### src/rtl/oep_dma_pkg.sv
package oep_dma_pkg;
  typedef enum logic [1:0] {
    ST_IDLE  = 2'd0,
    ST_SERVE = 2'd1,
    ST_WAIT  = 2'd2
  } seq_state_e;
endpackage

### src/rtl/oep_dma_remain.sv
module oep_dma_remain #(
  parameter int CNT_W      = 10,
  parameter int WORD_BYTES = 4
) (
  input  logic             clk_i,
  input  logic             rst_ni,
  input  logic             load_i,
  input  logic [CNT_W-1:0] cnt_i,
  input  logic             dec_i,
  output logic [CNT_W-1:0] remain_o,
  output logic             below_word_o,
  output logic             empty_o
);
  localparam logic [CNT_W-1:0] STEP = CNT_W'(WORD_BYTES);

  logic [CNT_W-1:0] remain_q;

  always_ff @(posedge clk_i or negedge rst_ni) begin
    if (!rst_ni) begin
      remain_q <= '0;
    end else if (load_i) begin
      remain_q <= cnt_i;
    end else if (dec_i) begin
      remain_q <= (remain_q >= STEP) ? remain_q - STEP : '0;
    end
  end

  assign remain_o     = remain_q;
  assign below_word_o = (remain_q < STEP);
  assign empty_o      = (remain_q == '0);
endmodule

### src/rtl/oep_dma_flag.sv
module oep_dma_flag (
  input  logic clk_i,
  input  logic rst_ni,
  input  logic set_i,
  input  logic clr_i,
  output logic flag_o
);
  logic flag_q;

  // set has priority over a simultaneous clear
  always_ff @(posedge clk_i or negedge rst_ni) begin
    if (!rst_ni)    flag_q <= 1'b0;
    else if (set_i) flag_q <= 1'b1;
    else if (clr_i) flag_q <= 1'b0;
  end

  assign flag_o = flag_q;
endmodule

### src/rtl/oep_dma_ctrl.sv
module oep_dma_ctrl
  import oep_dma_pkg::*;
(
  input  logic clk_i,
  input  logic rst_ni,
  input  logic dma_en_i,
  input  logic mode_i,
  input  logic pkt_rdy_i,
  input  logic pkt_last_i,
  input  logic irq_busy_i,
  input  logic below_word_i,
  input  logic empty_i,
  output logic load_o,
  output logic serve_req_o,
  output logic set_irq_o,
  output logic done_o
);
  seq_state_e state_q, state_d;
  logic       last_q, last_d;
  logic       start;

  assign start = (state_q == ST_IDLE) && pkt_rdy_i && dma_en_i && !irq_busy_i;

  always_comb begin
    state_d     = state_q;
    last_d      = last_q;
    load_o      = 1'b0;
    serve_req_o = 1'b0;
    set_irq_o   = 1'b0;
    done_o      = 1'b0;
    unique case (state_q)
      ST_IDLE: begin
        if (start) begin
          load_o = 1'b1;
          last_d = pkt_last_i;
          if (pkt_last_i && mode_i) begin
            set_irq_o = 1'b1;       // whole last packet goes to firmware
            state_d   = ST_WAIT;
          end else begin
            state_d = ST_SERVE;
          end
        end
      end
      ST_SERVE: begin
        if (last_q) begin
          serve_req_o = !below_word_i;
          if (below_word_i) begin
            set_irq_o = 1'b1;
            state_d   = ST_WAIT;
          end
        end else begin
          serve_req_o = !empty_i;
          if (empty_i) begin
            done_o  = 1'b1;
            state_d = ST_WAIT;
          end
        end
      end
      ST_WAIT: begin
        if (!pkt_rdy_i) state_d = ST_IDLE;
      end
      default: state_d = ST_IDLE;
    endcase
  end

  always_ff @(posedge clk_i or negedge rst_ni) begin
    if (!rst_ni) begin
      state_q <= ST_IDLE;
      last_q  <= 1'b0;
    end else begin
      state_q <= state_d;
      last_q  <= last_d;
    end
  end
endmodule

### src/rtl/oep_dma_seq.sv
module oep_dma_seq #(
  parameter int CNT_W      = 10,
  parameter int WORD_BYTES = 4
) (
  input  logic             clk_i,
  input  logic             rst_ni,
  input  logic             dma_en_i,
  input  logic             dma_mode_i,
  input  logic             pkt_rdy_i,
  input  logic [CNT_W-1:0] pkt_cnt_i,
  input  logic             pkt_last_i,
  input  logic             word_rd_i,
  input  logic             irq_clr_i,
  output logic             dma_req_o,
  output logic             irq_o,
  output logic             pkt_done_o,
  output logic [CNT_W-1:0] remain_o
);
  logic load, serve_req, set_irq, below_word, empty, dec;

  assign dma_req_o = serve_req && dma_en_i;
  assign dec       = word_rd_i && dma_req_o;

  oep_dma_remain #(
    .CNT_W      (CNT_W),
    .WORD_BYTES (WORD_BYTES)
  ) u_remain (
    .clk_i        (clk_i),
    .rst_ni       (rst_ni),
    .load_i       (load),
    .cnt_i        (pkt_cnt_i),
    .dec_i        (dec),
    .remain_o     (remain_o),
    .below_word_o (below_word),
    .empty_o      (empty)
  );

  oep_dma_ctrl u_ctrl (
    .clk_i        (clk_i),
    .rst_ni       (rst_ni),
    .dma_en_i     (dma_en_i),
    .mode_i       (dma_mode_i),
    .pkt_rdy_i    (pkt_rdy_i),
    .pkt_last_i   (pkt_last_i),
    .irq_busy_i   (irq_o),
    .below_word_i (below_word),
    .empty_i      (empty),
    .load_o       (load),
    .serve_req_o  (serve_req),
    .set_irq_o    (set_irq),
    .done_o       (pkt_done_o)
  );

  oep_dma_flag u_irq (
    .clk_i  (clk_i),
    .rst_ni (rst_ni),
    .set_i  (set_irq),
    .clr_i  (irq_clr_i),
    .flag_o (irq_o)
  );
endmodule

### config.mk
export PLATFORM = sky130hd
export DESIGN_NAME = oep_dma_seq
export DESIGN_NICKNAME = d
export VERILOG_FILES = /design/src/rtl/oep_dma_pkg.sv /design/src/rtl/oep_dma_remain.sv /design/src/rtl/oep_dma_flag.sv /design/src/rtl/oep_dma_ctrl.sv /design/src/rtl/oep_dma_seq.sv
export SDC_FILE = /design/constraint.sdc
export NUM_CORES = 1
export LEC_CHECK = 0
export CORE_MARGIN = 8
export CORE_UTILIZATION = 47
export CTS_CLUSTER_DIAMETER = 200
export DETAILED_ROUTE_END_ITERATION = 10
export PLACE_DENSITY = 0.79
export SYNTH_ARGS = -nofsm -noshare
export SYNTH_HDL_FRONTEND = slang
export SYNTH_HIERARCHICAL = 1
export SYNTH_SLANG_ARGS = --single-unit
### constraint.sdc
create_clock -name clk_i -period 4.75 [get_ports clk_i]
set_input_delay 0.475 -clock clk_i [delete_from_list [all_inputs] [get_ports clk_i]]
set_output_delay 0.475 -clock clk_i [all_outputs]
set_load 0.05 [all_outputs]
==> out/metrics.cfg <==
[clock_network]
clk_latency_ns=0.27
cts_tree=built
clk_pin_slew_ns=0.08
cts_buffer_depth=2
cts_made_buffers=3
cts.sinks=14
cts.repair.resized=0
cts_setup_buffers=0
postCtsHoldBufs=0
htree_levels=1
clockRootBuffer=clkbuf_4

[sta]
worstMarginPinSlew_ns=0.7330
finalCriticalPeriod_ns=3.124
relSlewSlack_pct=50.47
fin_setup_tns_ns=0
rsz0062_at_grt=no
finalCritPeriodShare_pct=65.77
hold_slack_ns=0.5144
slew_viol_final=0
setup_violations=0
hold_viol_final=0
fin_worst_skew_ns=0.004699
max_freq_mhz=320.1

[global_route]
grt_most_used_layer=met2
grt_pass1_vias=837
gr-usage-all-layers_pct=13.67
use_met1_pct=14.36
grt_use_met3_pct=6.304
met2_usage_pct=22.27
grt_max_degree=22
grt_pass1_wl_um=3705
overflow=0
antenna_found_initial=0

[synthesis]
synthFlopType=dfrtp_1
synthCells=99
synth.largest_area_cell=dfrtp_1
seq_area_frac_synth_pct=40.64
synth_top_area_share_pct=40.64
synth_seq_cells=14
synth_common_cells=nand2_1, dfrtp_1, inv_1, nor2_1, o21ai_0
yosysMostFrequentCell=nand2_1
syn_avg_cell_area_um2=8.708
synth_area_um2=862.1
ys_types=39
synth_warnings=6
synth_edf_count=0
syn_nets=120
netlist_top_cells_area=dfrtp_1, nand2_1, ha_1
synth-async-reset-ratio_pct=100.0

[setup_path]
crit_type=register to output pin
slowest_delay_ns=0.69
crit_arrival_ns=2.65
critPathMaxFanout=4
end_kind=output pin
worst_path_max_delay_cell=clkdlybuf4s50_1
required_ns=4.28
crit_chain=nor4_1 -> and4_1 -> mux2i_1 -> nor2b_1 -> and2_1 -> clkdlybuf4s50_1
critPathLaunchType=register

[die]
fp.coreArea_um2=1727
die_h_um=58.83
pin_count=31
fp-row-count=15
chipWidth_um=58.83
initial_core_util_pct=49.93
dieArea_um2=3460

[final_layout]
instances_no_fill=154
final_core_utilization_pct=69.71
fillerInstances=147
area_growth_pct=39.62
antenna_cells=0
drive_gt1_share_pct=6.202
nets=152

[placement]
dp_hpwl_um=1680
placed_cells=151
port_buffers=30
place_congestion=0.8617

[outcome]
status=finished, final reports clean

[min_path]
hp-class=register to register

[drt]
vias_per_cell=5.299
routed_wirelength_um=2257
drt_iter0_drc=14
avgRoutedWirePerCell_um=14.66
drcViolationCount=0
firstDrtPassIters=4
vias=816
antenna_left=0

[power]
p_leak_nw=0.5274
ir_worst_vdd_mv=0.3611
p_per_area_nw_per_um2=638.4
p_total_w=0.0007684

[flow_run]
drv_cap=0

[cells by family (layout without fill, tap and decap cells)]
family / Yosys count / after routing / share of synthesized area, %
AOI/OAI and AO/OA: 21 / 21 / 15.82
DFF: 14 / 14 / 40.64
and+or+nand+nor: 48 / 48 / 30.77
buffers and inverters: 10 / 40 / 4.500
adders and majority gates: 3 / 3 / 4.355
muxes: 2 / 2 / 2.902
xor gates and xnor gates: 1 / 1 / 1.016
[report_power, final]
group          switching, W  internal, W
Sequential        0.0000626     0.000172
Clock             0.0000358    0.0000293
Combinational      0.000291     0.000178
Total              0.000389     0.000379
[sequential cells by signal (all words and copies together) (netlist names)]
register and count:
u_remain/remain_o 10, u_ctrl/state_q 2, u_ctrl/last_q 1, u_irq/flag_o 1
[critical path: cells and delay by family, from the launching register on]
family        cells  cell delay, ns
buf+inv           1            0.69
flops             1            0.42
mux               1            0.10
simple gates      4            1.18
[cell usage in the layout (no fill, tap or decap), drive strengths merged]
cell type,Yosys,layout
a211o,1,1
a211oi,1,1
a21boi,1,1
a21o,1,1
a21oi,4,4
a2bb2oi,1,1
a31oi,1,1
and2,3,3
and3,3,3
and4,1,1
clkbuf,2,3
clkdlybuf4s50,0,30
dfrtp,14,14
ha,3,3
inv,7,7
mux2,1,1
mux2i,1,1
nand2,16,16
nand3,1,1
nand3b,1,1
nand4,2,2
nor2,7,7
nor2b,5,5
nor3,2,2
nor3b,1,1
nor4,1,1
nor4bb,1,1
o21ai,7,7
o21bai,1,1
o221ai,1,1
o22ai,1,1
o31ai,1,1
or2b,1,1
or3b,1,1
or4,1,1
or4b,1,1
xnor2,1,1
[worst paths after layout]
path | startpoint | to | slack [ns] | cells after the start
min | u_irq/flag_o | u_irq/flag_o | 0.51 | 1
max reg2reg | u_remain/remain_o[2] | u_remain/remain_o[8] | 1.85 | 10
max in group asynchronous | rst_ni | u_remain/remain_o[1] | 3.74 | 1
max | u_remain/remain_o[8] | dma_req_o | 1.63 | 6
min reg2reg | u_irq/flag_o | u_irq/flag_o | 0.51 | 1
min in group asynchronous | rst_ni | u_ctrl/state_q[1] | 0.59 | 1
[layer usage]
layer,part of all wire (%),up-vias
li1,-,408
met1,43,375
met2,47,29
met3,9.3,4
met4,0.66,0
met5,0,-
[cell type report]
| type | instances | area, µm² | share of cell area, % |
|---|---|---|---|
| Clock buffer | 3 | 22.52 | 1.871 |
| Inverter | 7 | 26.28 | 2.183 |
| Multi-Input combinational cell | 75 | 473.0 | 39.29 |
| Sequential cell | 14 | 350.3 | 29.11 |
| Tap cell | 25 | 31.28 | 2.599 |
| Timing Repair Buffer | 30 | 300.3 | 24.95 |
[stage by stage]
step	instance area [µm²]	setup WS [ns]
2_1_floorplan	862.1	1.817
3_3_place_gp	1181	1.989
3_5_place_dp	1181	1.952
4_1_cts	1204	1.637
5_1_grt	1204	1.560
6_report	1204	1.626
(Power assumes the default switching activity.)
